`config.mk`:
```
export PLATFORM = sky130hd
export DESIGN_NAME = tile_reset_stager
export DESIGN_NICKNAME = d
export VERILOG_FILES = /design/src/rtl/rst_stage_pkg.sv /design/src/rtl/bit_sync.sv /design/src/rtl/stage_timer.sv /design/src/rtl/stage_ctrl.sv /design/src/rtl/tile_reset_stager.sv
export SDC_FILE = /design/constraint.sdc
export NUM_CORES = 1
export LEC_CHECK = 0
export ABC_AREA = 1
export CORE_MARGIN = 2
export CORE_UTILIZATION = 50
export DETAILED_ROUTE_END_ITERATION = 6
export PLACE_DENSITY = 0.68
export SYNTH_ARGS = -nofsm -noshare
export SYNTH_HDL_FRONTEND = slang
export SYNTH_HIERARCHICAL = 1
export SYNTH_SLANG_ARGS = --single-unit
export TNS_END_PERCENT = 50
```
`constraint.sdc`:
```
create_clock -name clk -period 8.3 [get_ports clk]
set_input_delay 0.83 -clock clk [delete_from_list [all_inputs] [get_ports clk]]
set_output_delay 0.83 -clock clk [all_outputs]
set_load 0.02 [all_outputs]
```
`src/rtl/rst_stage_pkg.sv`:
```
package rst_stage_pkg;

  typedef enum logic [2:0] {
    STG_IDLE      = 3'd0,
    STG_POR_HOLD  = 3'd1,
    STG_LOCK_WAIT = 3'd2,
    STG_SYS_HOLD  = 3'd3,
    STG_RUN       = 3'd4,
    STG_REQ_HOLD  = 3'd5
  } stage_e;

  function automatic int unsigned cycles_of(input int unsigned mhz,
                                            input int unsigned usec);
    return mhz * usec;
  endfunction

endpackage

```
`src/rtl/bit_sync.sv`:
```
module bit_sync #(
  parameter int unsigned W       = 1,
  parameter logic [W-1:0] RST_VAL = '0
) (
  input  logic         clk,
  input  logic         rst_n,
  input  logic [W-1:0] d,
  output logic [W-1:0] q
);

  genvar gi;
  generate
    for (gi = 0; gi < W; gi++) begin : g_bit
      logic meta_q;
      logic sync_q;

      always_ff @(posedge clk or negedge rst_n) begin
        if (!rst_n) begin
          meta_q <= RST_VAL[gi];
          sync_q <= RST_VAL[gi];
        end else begin
          meta_q <= d[gi];
          sync_q <= meta_q;
        end
      end

      assign q[gi] = sync_q;
    end
  endgenerate

endmodule

```
`src/rtl/stage_timer.sv`:
```
module stage_timer #(
  parameter int unsigned CW = 8
) (
  input  logic          clk,
  input  logic          rst_n,
  input  logic          clr,
  input  logic          en,
  input  logic [CW-1:0] term,
  output logic          hit
);

  logic [CW-1:0] cnt_q;
  logic [CW-1:0] cnt_d;

  always_comb begin
    cnt_d = cnt_q;
    if (clr) begin
      cnt_d = '0;
    end else if (en) begin
      cnt_d = cnt_q + 1'b1;
    end
  end

  always_ff @(posedge clk or negedge rst_n) begin
    if (!rst_n) begin
      cnt_q <= '0;
    end else begin
      cnt_q <= cnt_d;
    end
  end

  assign hit = en && (cnt_q == term);

endmodule

```
`src/rtl/stage_ctrl.sv`:
```
module stage_ctrl
  import rst_stage_pkg::*;
(
  input  logic clk,
  input  logic rst_n,
  input  logic cfg_s,
  input  logic lock_s,
  input  logic req_s,
  input  logic hit,
  output logic cnt_clr,
  output logic cnt_en,
  output logic use_sys,
  output logic link_q,
  output logic por_q,
  output logic sys_q
);

  stage_e cur_q;
  stage_e nxt;
  logic   link_d;
  logic   por_d;
  logic   sys_d;

  always_comb begin
    nxt     = cur_q;
    cnt_en  = 1'b0;
    use_sys = 1'b0;
    unique case (cur_q)
      STG_IDLE: begin
        if (cfg_s) nxt = STG_POR_HOLD;
      end
      STG_POR_HOLD: begin
        cnt_en = 1'b1;
        if (hit) nxt = STG_LOCK_WAIT;
      end
      STG_LOCK_WAIT: begin
        if (lock_s && !req_s) nxt = STG_SYS_HOLD;
      end
      STG_SYS_HOLD: begin
        cnt_en  = 1'b1;
        use_sys = 1'b1;
        if (req_s)        nxt = STG_REQ_HOLD;
        else if (!lock_s) nxt = STG_LOCK_WAIT;
        else if (hit)     nxt = STG_RUN;
      end
      STG_RUN: begin
        if (req_s)        nxt = STG_REQ_HOLD;
        else if (!lock_s) nxt = STG_LOCK_WAIT;
      end
      STG_REQ_HOLD: begin
        if (!req_s) nxt = lock_s ? STG_SYS_HOLD : STG_LOCK_WAIT;
      end
      default: nxt = STG_IDLE;
    endcase
    if (!cfg_s) nxt = STG_IDLE;
    cnt_clr = (nxt != cur_q);
  end

  always_comb begin
    link_d = (nxt != STG_IDLE);
    por_d  = (nxt != STG_IDLE) && (nxt != STG_POR_HOLD);
    sys_d  = (nxt == STG_RUN);
  end

  always_ff @(posedge clk or negedge rst_n) begin
    if (!rst_n) begin
      cur_q  <= STG_IDLE;
      link_q <= 1'b0;
      por_q  <= 1'b0;
      sys_q  <= 1'b0;
    end else begin
      cur_q  <= nxt;
      link_q <= link_d;
      por_q  <= por_d;
      sys_q  <= sys_d;
    end
  end

endmodule

```
`src/rtl/tile_reset_stager.sv`:
```
module tile_reset_stager
  import rst_stage_pkg::*;
#(
  parameter int unsigned CLK_MHZ      = 125,
  parameter int unsigned POR_DELAY_US = 7,
  parameter int unsigned SYS_DELAY_US = 20
) (
  input  logic clk,
  input  logic rst_n,
  input  logic cfg_done,
  input  logic pll_locked,
  input  logic rst_req_n,
  output logic por_rst_n,
  output logic sys_rst_n,
  output logic warm_rst_n,
  output logic cold_rst_n,
  output logic link_rst_n
);

  localparam int unsigned POR_CYC = cycles_of(CLK_MHZ, POR_DELAY_US);
  localparam int unsigned SYS_CYC = cycles_of(CLK_MHZ, SYS_DELAY_US);
  localparam int unsigned MAX_CYC = (POR_CYC > SYS_CYC) ? POR_CYC : SYS_CYC;
  localparam int unsigned CW      = $clog2(MAX_CYC + 1);
  localparam logic [CW-1:0] POR_TERM = CW'(POR_CYC - 1);
  localparam logic [CW-1:0] SYS_TERM = CW'(SYS_CYC - 1);

  logic [2:0]    raw_v;
  logic [2:0]    syn_v;
  logic          cnt_clr;
  logic          cnt_en;
  logic          use_sys;
  logic          hit;
  logic [CW-1:0] term;
  logic          link_q;
  logic          por_q;
  logic          sys_q;

  assign raw_v = {cfg_done, pll_locked, ~rst_req_n};

  bit_sync #(.W(3), .RST_VAL(3'b000)) u_sync (
    .clk   (clk),
    .rst_n (rst_n),
    .d     (raw_v),
    .q     (syn_v)
  );

  assign term = use_sys ? SYS_TERM : POR_TERM;

  stage_timer #(.CW(CW)) u_timer (
    .clk   (clk),
    .rst_n (rst_n),
    .clr   (cnt_clr),
    .en    (cnt_en),
    .term  (term),
    .hit   (hit)
  );

  stage_ctrl u_ctrl (
    .clk     (clk),
    .rst_n   (rst_n),
    .cfg_s   (syn_v[2]),
    .lock_s  (syn_v[1]),
    .req_s   (syn_v[0]),
    .hit     (hit),
    .cnt_clr (cnt_clr),
    .cnt_en  (cnt_en),
    .use_sys (use_sys),
    .link_q  (link_q),
    .por_q   (por_q),
    .sys_q   (sys_q)
  );

  // assertion paths are combinational, releases are registered
  assign link_rst_n = link_q & cfg_done;
  assign por_rst_n  = por_q & cfg_done;
  assign sys_rst_n  = sys_q & cfg_done & rst_req_n;
  assign warm_rst_n = sys_rst_n;
  assign cold_rst_n = por_rst_n;

endmodule

```
Word level (Yosys, flattened, before mapping) --
Cells that the tools add are included.
Storage, ports and cells: register bits after elaboration 24, bits in latches 0, RAM bits 0, memory bits (read-only) 0, bits of input ports 5, memories 0
Operators by class: add/sub/neg operators 1, multipliers 0, div/mod/pow operators 0, order comparisons 0, equality and inequality tests 9, shifts and indexed selects 0, mux-type cells 16, bitwise logic cells 5, reductions and logical operators 8
Operators with widths (count):
- two-way mux 12 bit | 3
- two-way mux 3 bit | 9
- one-hot mux 3 bit (6 select lines) | 1
- adder 12 x 1 -> 12 bit, second input constant | 1
- equality test 12 bit | 1
- equality test 3 bit, second input constant | 3
- equality test 3 x 2 -> 1 bit, second input constant | 2
- bitwise AND 1 bit | 4
- equality test 3 x 1 -> 1 bit, second input constant | 1
- logical AND 1 bit | 3
- logical NOT 3 bit | 1
- two-way mux 1 bit | 3
- inequality test 3 x 1 -> 1 bit, second input constant | 1
- inequality test 3 bit | 1
- nonzero test 3 bit | 1
- nonzero test 2 bit | 1
- OR reduction 2 bit | 1
- logical NOT 1 bit | 1
- NOT 1 bit | 1

Logic depth before layout (Yosys ltp) --
depth after elaboration 12, depth in mapped cells 25, mapped depth without buffers 25

Modules after synthesis --
Netlist, hierarchy kept.
By module, submodules not included:
- stage_timer | times used 1, cells each 114, area each 808.3 µm², seq. area each 300.3 µm²
- stage_ctrl | times used 1, cells each 63, area each 399.1 µm², seq. area each 150.1 µm²
- bit_sync | times used 1, cells each 9, area each 172.7 µm², seq. area each 150.1 µm²
- tile_reset_stager | times used 1, cells each 12, area each 55.1 µm², seq. area each 0.0 µm²

Worst setup path after synthesis --
OpenSTA, ideal clock, no wires.
kind flip-flop to flip-flop, start point register u_ctrl.cur_q[0], end point register u_timer.cnt_q[10], arrival time 2471 ps, data required time 8184 ps, slack 5713 ps, cell stages (with the launch flop) 22, cell sequence dfrtp_1 -> nand2_1 -> nor2_2 -> inv_1 -> nand2_1 -> o21ai_0 -> nor2_1 -> nand3_1 -> nor2_1 -> nand2_1 -> nand2_1 -> nand4_1 -> nand2_1 -> nand2_1 -> nand2_1 -> nand3_2 -> nor2_4 -> inv_2 -> nand4_1 -> nor2_1 -> nor2_1 -> nor2_2
Between the ends: word-level cells in the longest chain between the ends 12, elaborated cells between the ends (all ways) 25, those cells by class eq/ne: 7; mux: 14; reduce/logical: 4
Ends and longest elaborated chain:
- start, declared | RTL line stage_ctrl.sv:18 | stage_e cur_q;
- start signal, assigned | RTL line stage_ctrl.sv:72 | cur_q <= nxt;
- equality test 3 x 2 -> 1 bit * | RTL line stage_ctrl.sv:28 | unique case (cur_q)
- two-way mux 1 bit * | RTL line stage_ctrl.sv:28
- two-way mux 12 bit * | RTL line tile_reset_stager.sv:47 | assign term = use_sys ? SYS_TERM : POR_TERM;
- via term[0] | RTL line tile_reset_stager.sv:33 | logic [CW-1:0] term;
- equality test 12 bit * | RTL line stage_timer.sv:32 | assign hit = en && (cnt_q == term);
- logical AND 1 bit * | RTL line stage_timer.sv:32
- via hit | RTL line tile_reset_stager.sv:32 | logic hit;
- two-way mux 3 bit | RTL line stage_ctrl.sv:44 | else if (hit) nxt = STG_RUN;
- two-way mux 3 bit | RTL line stage_ctrl.sv:43 | else if (!lock_s) nxt = STG_LOCK_WAIT;
- two-way mux 3 bit | RTL line stage_ctrl.sv:42 | if (req_s) nxt = STG_REQ_HOLD;
- one-hot mux 3 bit (6 select lines) * | RTL line stage_ctrl.sv:28
- two-way mux 3 bit * | RTL line stage_ctrl.sv:55 | if (!cfg_s) nxt = STG_IDLE;
- inequality test 3 bit * | RTL line stage_ctrl.sv:56 | cnt_clr = (nxt != cur_q);
- via cnt_clr | RTL line tile_reset_stager.sv:29 | logic cnt_clr;
- two-way mux 12 bit or nonzero test 2 bit (tied branches)
- end signal, assigned | RTL line stage_timer.sv:28 | cnt_q <= cnt_d;
- end, declared | RTL line stage_timer.sv:12 | logic [CW-1:0] cnt_q;
The timed path passes the listed nets; every way through them passes the cells marked *. A chain may end at the register's enable or synchronous reset.

Worst setup path after layout --
start point register u_ctrl.cur_q[1], end point register u_timer.cnt_q[11]
The elaborated chain is that of the path after synthesis.

==> impl_metrics.xml <==
<?xml version="1.0" encoding="UTF-8"?>
<metrics>
  <group name="outcome">
    <metric name="outcome" unit="">finished clean</metric>
  </group>
  <group name="synth">
    <metric name="synth.top_cells.by_count" unit="">55 x sky130_fd_sc_hd__nand2_1, 25 x sky130_fd_sc_hd__inv_1, 24 x sky130_fd_sc_hd__dfrtp_1</metric>
    <metric name="synth.ff_latch_count" unit="">24</metric>
    <metric name="sequential_to_total_area_share_from_yosys_stat" unit="">0.418</metric>
    <metric name="synthCells" unit="">198</metric>
    <metric name="synth.top_cell.area_share" unit="">0.418</metric>
    <metric name="synthArstFlopShare" unit="">1.00</metric>
    <metric name="ys_top_cells_by_area" unit="">sky130_fd_sc_hd__dfrtp_1 42%, sky130_fd_sc_hd__nand2_1 14%, sky130_fd_sc_hd__inv_1 6.5%</metric>
    <metric name="syn_area_per_cell" unit="sq um">7.25</metric>
    <metric name="synthesis.area" unit="sq um">1440</metric>
    <metric name="yosys_most_used_dff" unit="">sky130_fd_sc_hd__dfrtp_1</metric>
    <metric name="yosysWarningCount" unit="">6</metric>
    <metric name="synth_edf_count" unit="">0</metric>
    <metric name="synth_top_area_cell" unit="">sky130_fd_sc_hd__dfrtp_1</metric>
    <metric name="yosysMostFrequentCell" unit="">sky130_fd_sc_hd__nand2_1</metric>
    <metric name="synth_cell_type_count" unit="">27</metric>
  </group>
  <group name="cts">
    <metric name="cts_setup_buffers" unit="">0</metric>
    <metric name="cts.reportedPaths.clkPinSlew" unit="ns">0.13</metric>
    <metric name="cts_tree" unit="">yes</metric>
    <metric name="number_of_buffers_inserted_during_clock_tree_synthesis" unit="">3</metric>
    <metric name="postCtsResizedCells" unit="">0</metric>
    <metric name="max-clock-path-buffers" unit="">2</metric>
    <metric name="clkLatencyLatePin" unit="ns">0.31</metric>
    <metric name="tritoncts_num_sinks" unit="">24</metric>
    <metric name="clock-root-buffer" unit="">sky130_fd_sc_hd__clkbuf_4</metric>
    <metric name="ctsHoldBuffers" unit="">0</metric>
    <metric name="htree_levels" unit="">1</metric>
  </group>
  <group name="pwr">
    <metric name="power_per_cell_area" unit="nW/um^2">140</metric>
    <metric name="power.ir.vdd_worst" unit="mV">0.133</metric>
    <metric name="power.static_leakage" unit="nW">0.764</metric>
  </group>
  <group name="sta">
    <metric name="timing.fmax" unit="GHz">0.322</metric>
    <metric name="fin_setup_tns" unit="ns">0</metric>
    <metric name="timing_max_transition_violations_final" unit="">0</metric>
    <metric name="finalHoldWorstSlack" unit="ns">0.364</metric>
    <metric name="worst_tran_pin_value" unit="ns">1.02</metric>
    <metric name="layout_worst_path_cycle_share" unit="">0.374</metric>
    <metric name="final_setup_violations" unit="">0</metric>
    <metric name="setup_repair_after_global_routing_missed_its_margin" unit="">false</metric>
    <metric name="fin_worst_skew" unit="ns">0.00221</metric>
    <metric name="post-route-min-period" unit="ns">3.10</metric>
    <metric name="final_hold_violating_endpoints" unit="">0</metric>
    <metric name="timing.max_slew.rel_slack" unit="">0.316</metric>
  </group>
  <group name="global_route">
    <metric name="grt_max_degree" unit="">25</metric>
    <metric name="grt_remaining_overflow" unit="">0</metric>
    <metric name="tot_gr_track_use" unit="">0.191</metric>
    <metric name="grt_pass1_wl" unit="mm">4.93</metric>
    <metric name="grt_antenna_before_repair" unit="">0</metric>
    <metric name="grt_pass1_vias" unit="">1095</metric>
  </group>
  <group name="floorplanning">
    <metric name="floorplan.rows" unit="">19</metric>
    <metric name="core-area" unit="sq um">2730</metric>
    <metric name="floorplan.die.width" unit="um">57.6</metric>
    <metric name="floorplan.initialDensity" unit="">0.525</metric>
    <metric name="die_y" unit="um">57.6</metric>
    <metric name="die_area" unit="sq um">3310</metric>
    <metric name="io-pin-count" unit="">10</metric>
  </group>
  <group name="job">
    <metric name="max_cap_violations" unit="">0</metric>
  </group>
  <group name="detailed_routing">
    <metric name="route.detailed.wl_per_inst" unit="um">11.5</metric>
    <metric name="route.vias.total" unit="">1204</metric>
    <metric name="postRouteAntennaNets" unit="">0</metric>
    <metric name="drcViolationCount" unit="">0</metric>
    <metric name="detailed_route_iter0_violations" unit="">63</metric>
    <metric name="totalWireLength" unit="mm">2.78</metric>
    <metric name="via_per_inst" unit="">5.00</metric>
    <metric name="drt_pass1_iterations" unit="">4</metric>
  </group>
  <group name="worst_setup_path">
    <metric name="crit_required" unit="ns">8.52</metric>
    <metric name="crit_path_dat" unit="ns">3.32</metric>
    <metric name="path_max_fanout" unit="">9</metric>
    <metric name="worst-r2r-cell-count" unit="">21</metric>
    <metric name="critPathCaptureType" unit="">flop</metric>
    <metric name="cp-start-kind" unit="">flop</metric>
    <metric name="classification_of_the_worst_setup_path" unit="">reg -&gt; reg</metric>
  </group>
  <group name="finish">
    <metric name="diodes" unit="">0</metric>
    <metric name="final_layout_size_suffix_gt1_frac" unit="">0.100</metric>
    <metric name="area_growth_syn_to_layout" unit="%">11.1</metric>
    <metric name="final_net_count" unit="">217</metric>
  </group>
  <group name="placement">
    <metric name="dp_hpwl" unit="mm">2.13</metric>
    <metric name="globalplace.congestion" unit="">0.917</metric>
    <metric name="port-buffer-count" unit="">9</metric>
  </group>
  <group name="min_path">
    <metric name="hold_path.class" unit="">reg -&gt; reg</metric>
    <metric name="cell_depth_of_the_worst_min_delay_path" unit="">0</metric>
  </group>
</metrics>
placed cells by master (no fill, tap or decap):
| cell type | netlist | routed |
|---|---|---|
| sky130_fd_sc_hd__nand2_1 | 55 | 55 |
| sky130_fd_sc_hd__inv_1 | 25 | 25 |
| sky130_fd_sc_hd__dfrtp_1 | 24 | 24 |
| sky130_fd_sc_hd__nor2_1 | 21 | 21 |
| sky130_fd_sc_hd__nand3_1 | 15 | 15 |
| sky130_fd_sc_hd__clkdlybuf4s50_1 | 0 | 9 |
| sky130_fd_sc_hd__o21ai_0 | 7 | 7 |
| sky130_fd_sc_hd__a21oi_1 | 7 | 7 |
| sky130_fd_sc_hd__nor2_2 | 6 | 6 |
| sky130_fd_sc_hd__conb_1 | 2 | 6 |
| sky130_fd_sc_hd__nor3_1 | 5 | 5 |
| sky130_fd_sc_hd__clkbuf_4 | 0 | 3 |
| sky130_fd_sc_hd__nand2_2 | 3 | 3 |
| sky130_fd_sc_hd__nand4_1 | 3 | 3 |
| sky130_fd_sc_hd__inv_2 | 2 | 2 |
| sky130_fd_sc_hd__o21ai_1 | 2 | 2 |
| sky130_fd_sc_hd__o22ai_1 | 2 | 2 |
| sky130_fd_sc_hd__xor2_1 | 2 | 2 |
| sky130_fd_sc_hd__xnor2_1 | 2 | 2 |
| sky130_fd_sc_hd__nor2_4 | 2 | 2 |
| sky130_fd_sc_hd__bufinv_16 | 0 | 1 |
| sky130_fd_sc_hd__nand3_2 | 1 | 1 |
| sky130_fd_sc_hd__a21boi_0 | 1 | 1 |
| sky130_fd_sc_hd__clkinv_1 | 1 | 1 |
| sky130_fd_sc_hd__nand3_4 | 1 | 1 |
| sky130_fd_sc_hd__o21ai_2 | 1 | 1 |
| sky130_fd_sc_hd__o21a_1 | 1 | 1 |
| sky130_fd_sc_hd__nor3_2 | 1 | 1 |
| sky130_fd_sc_hd__ha_1 | 1 | 1 |
final cells by class:
type	instances	area, sq um
tap	31	38.8
multi-input combinational	145	707
clock inverter	1	30.0
fill	256	1140
sequential	24	601
inverter	28	105
clock buffer	3	22.5
timing repair buffer	9	90.1
flip-flops by register name, indices dropped and copies added, names as in the netlist:
name                 cells
u_ctrl/cur_q             3
u_ctrl/link_q            1
u_ctrl/por_q             1
u_ctrl/sys_q             1
u_sync/g_bit.meta_q      3
u_sync/g_bit.sync_q      3
u_timer/cnt_q           12
final timing paths:
kind / startpoint / end / slack (ns)
max: u_ctrl/cur_q[1]$_DFF_PN0_ / u_timer/cnt_q[11]$_DFFE_PN0P_ / 5.20
min: u_sync/g_bit[0].meta_q$_DFF_PN0_ / u_sync/g_bit[0].sync_q$_DFF_PN0_ / 0.36
max reg2reg: u_ctrl/cur_q[1]$_DFF_PN0_ / u_timer/cnt_q[11]$_DFFE_PN0P_ / 5.20
min reg2reg: u_sync/g_bit[0].meta_q$_DFF_PN0_ / u_sync/g_bit[0].sync_q$_DFF_PN0_ / 0.36
max in group asynchronous: rst_n / u_timer/cnt_q[10]$_DFFE_PN0P_ / 6.62
min in group asynchronous: rst_n / u_ctrl/cur_q[1]$_DFF_PN0_ / 1.06
worst max-delay path: stages (launching register included):
cell and delay (ns):
sky130_fd_sc_hd__dfrtp_1 0.48, sky130_fd_sc_hd__nand2_1 0.09, sky130_fd_sc_hd__nor2_2 0.26, sky130_fd_sc_hd__inv_1 0.16, sky130_fd_sc_hd__nand2_1 0.09, sky130_fd_sc_hd__o21ai_0 0.08
sky130_fd_sc_hd__nor2_1 0.12, sky130_fd_sc_hd__nand3_1 0.08, sky130_fd_sc_hd__nor2_1 0.27, sky130_fd_sc_hd__nand2_1 0.09, sky130_fd_sc_hd__nand2_1 0.09, sky130_fd_sc_hd__nand4_1 0.16
sky130_fd_sc_hd__nand2_1 0.12, sky130_fd_sc_hd__nand2_1 0.06, sky130_fd_sc_hd__nand2_1 0.07, sky130_fd_sc_hd__nand3_2 0.15, sky130_fd_sc_hd__nor2_4 0.23, sky130_fd_sc_hd__inv_2 0.09
sky130_fd_sc_hd__nand3_4 0.12, sky130_fd_sc_hd__nor2_2 0.05, sky130_fd_sc_hd__nor2_1 0.09, sky130_fd_sc_hd__nor2_1 0.06
per-layer routing:
metal / GRT usage / routed length (um) / up-vias
met4: 0.0698 / 23 / 0
li1: - / - / 635
met1: 0.295 / 1420 / 555
met2: 0.282 / 1280 / 12
met3: 0.0136 / 61 / 2
met5: 0 / 0 / -
report_power, final:
group	internal [mW]	total, mW	switching, mW
Sequential	0.120	0.123	0.00283
Clock	0.0488	0.0834	0.0346
Combinational	0.00607	0.0175	0.0115
Total	0.175	0.223	0.0489
cell families (layout without fill, tap and decap cells):
kind of cell,Yosys count,count (layout),synth area share
buffers and inverters,33,41,0.0994
other,2,6,0.00523
AND/OR/NAND/NOR,113,113,0.363
adder cells (fa/ha/maj),1,1,0.00872
AO/OA/AOI/OAI,21,21,0.0811
flip-flops,24,24,0.418
XOR/XNOR,4,4,0.0244
through the flow:
| stage | instances | area (sq um) | total power, mW | utilization | setup WS [ns] |
|---|---|---|---|---|---|
| 2_1_floorplan | 202 | 1450 | 0.136 | - | 5.71 |
| 3_3_place_gp | 237 | 1540 | 0.142 | 0.564 | 5.35 |
| 3_5_place_dp | 237 | 1540 | 0.142 | 0.564 | 5.27 |
| 4_1_cts | 241 | 1590 | 0.227 | 0.583 | 5.25 |
| 5_1_grt | 241 | 1590 | 0.232 | 0.583 | 4.78 |
| 6_report | 241 | 1590 | 0.223 | 0.583 | 5.20 |
No activity file was read; power rests on OpenSTA's default activity.
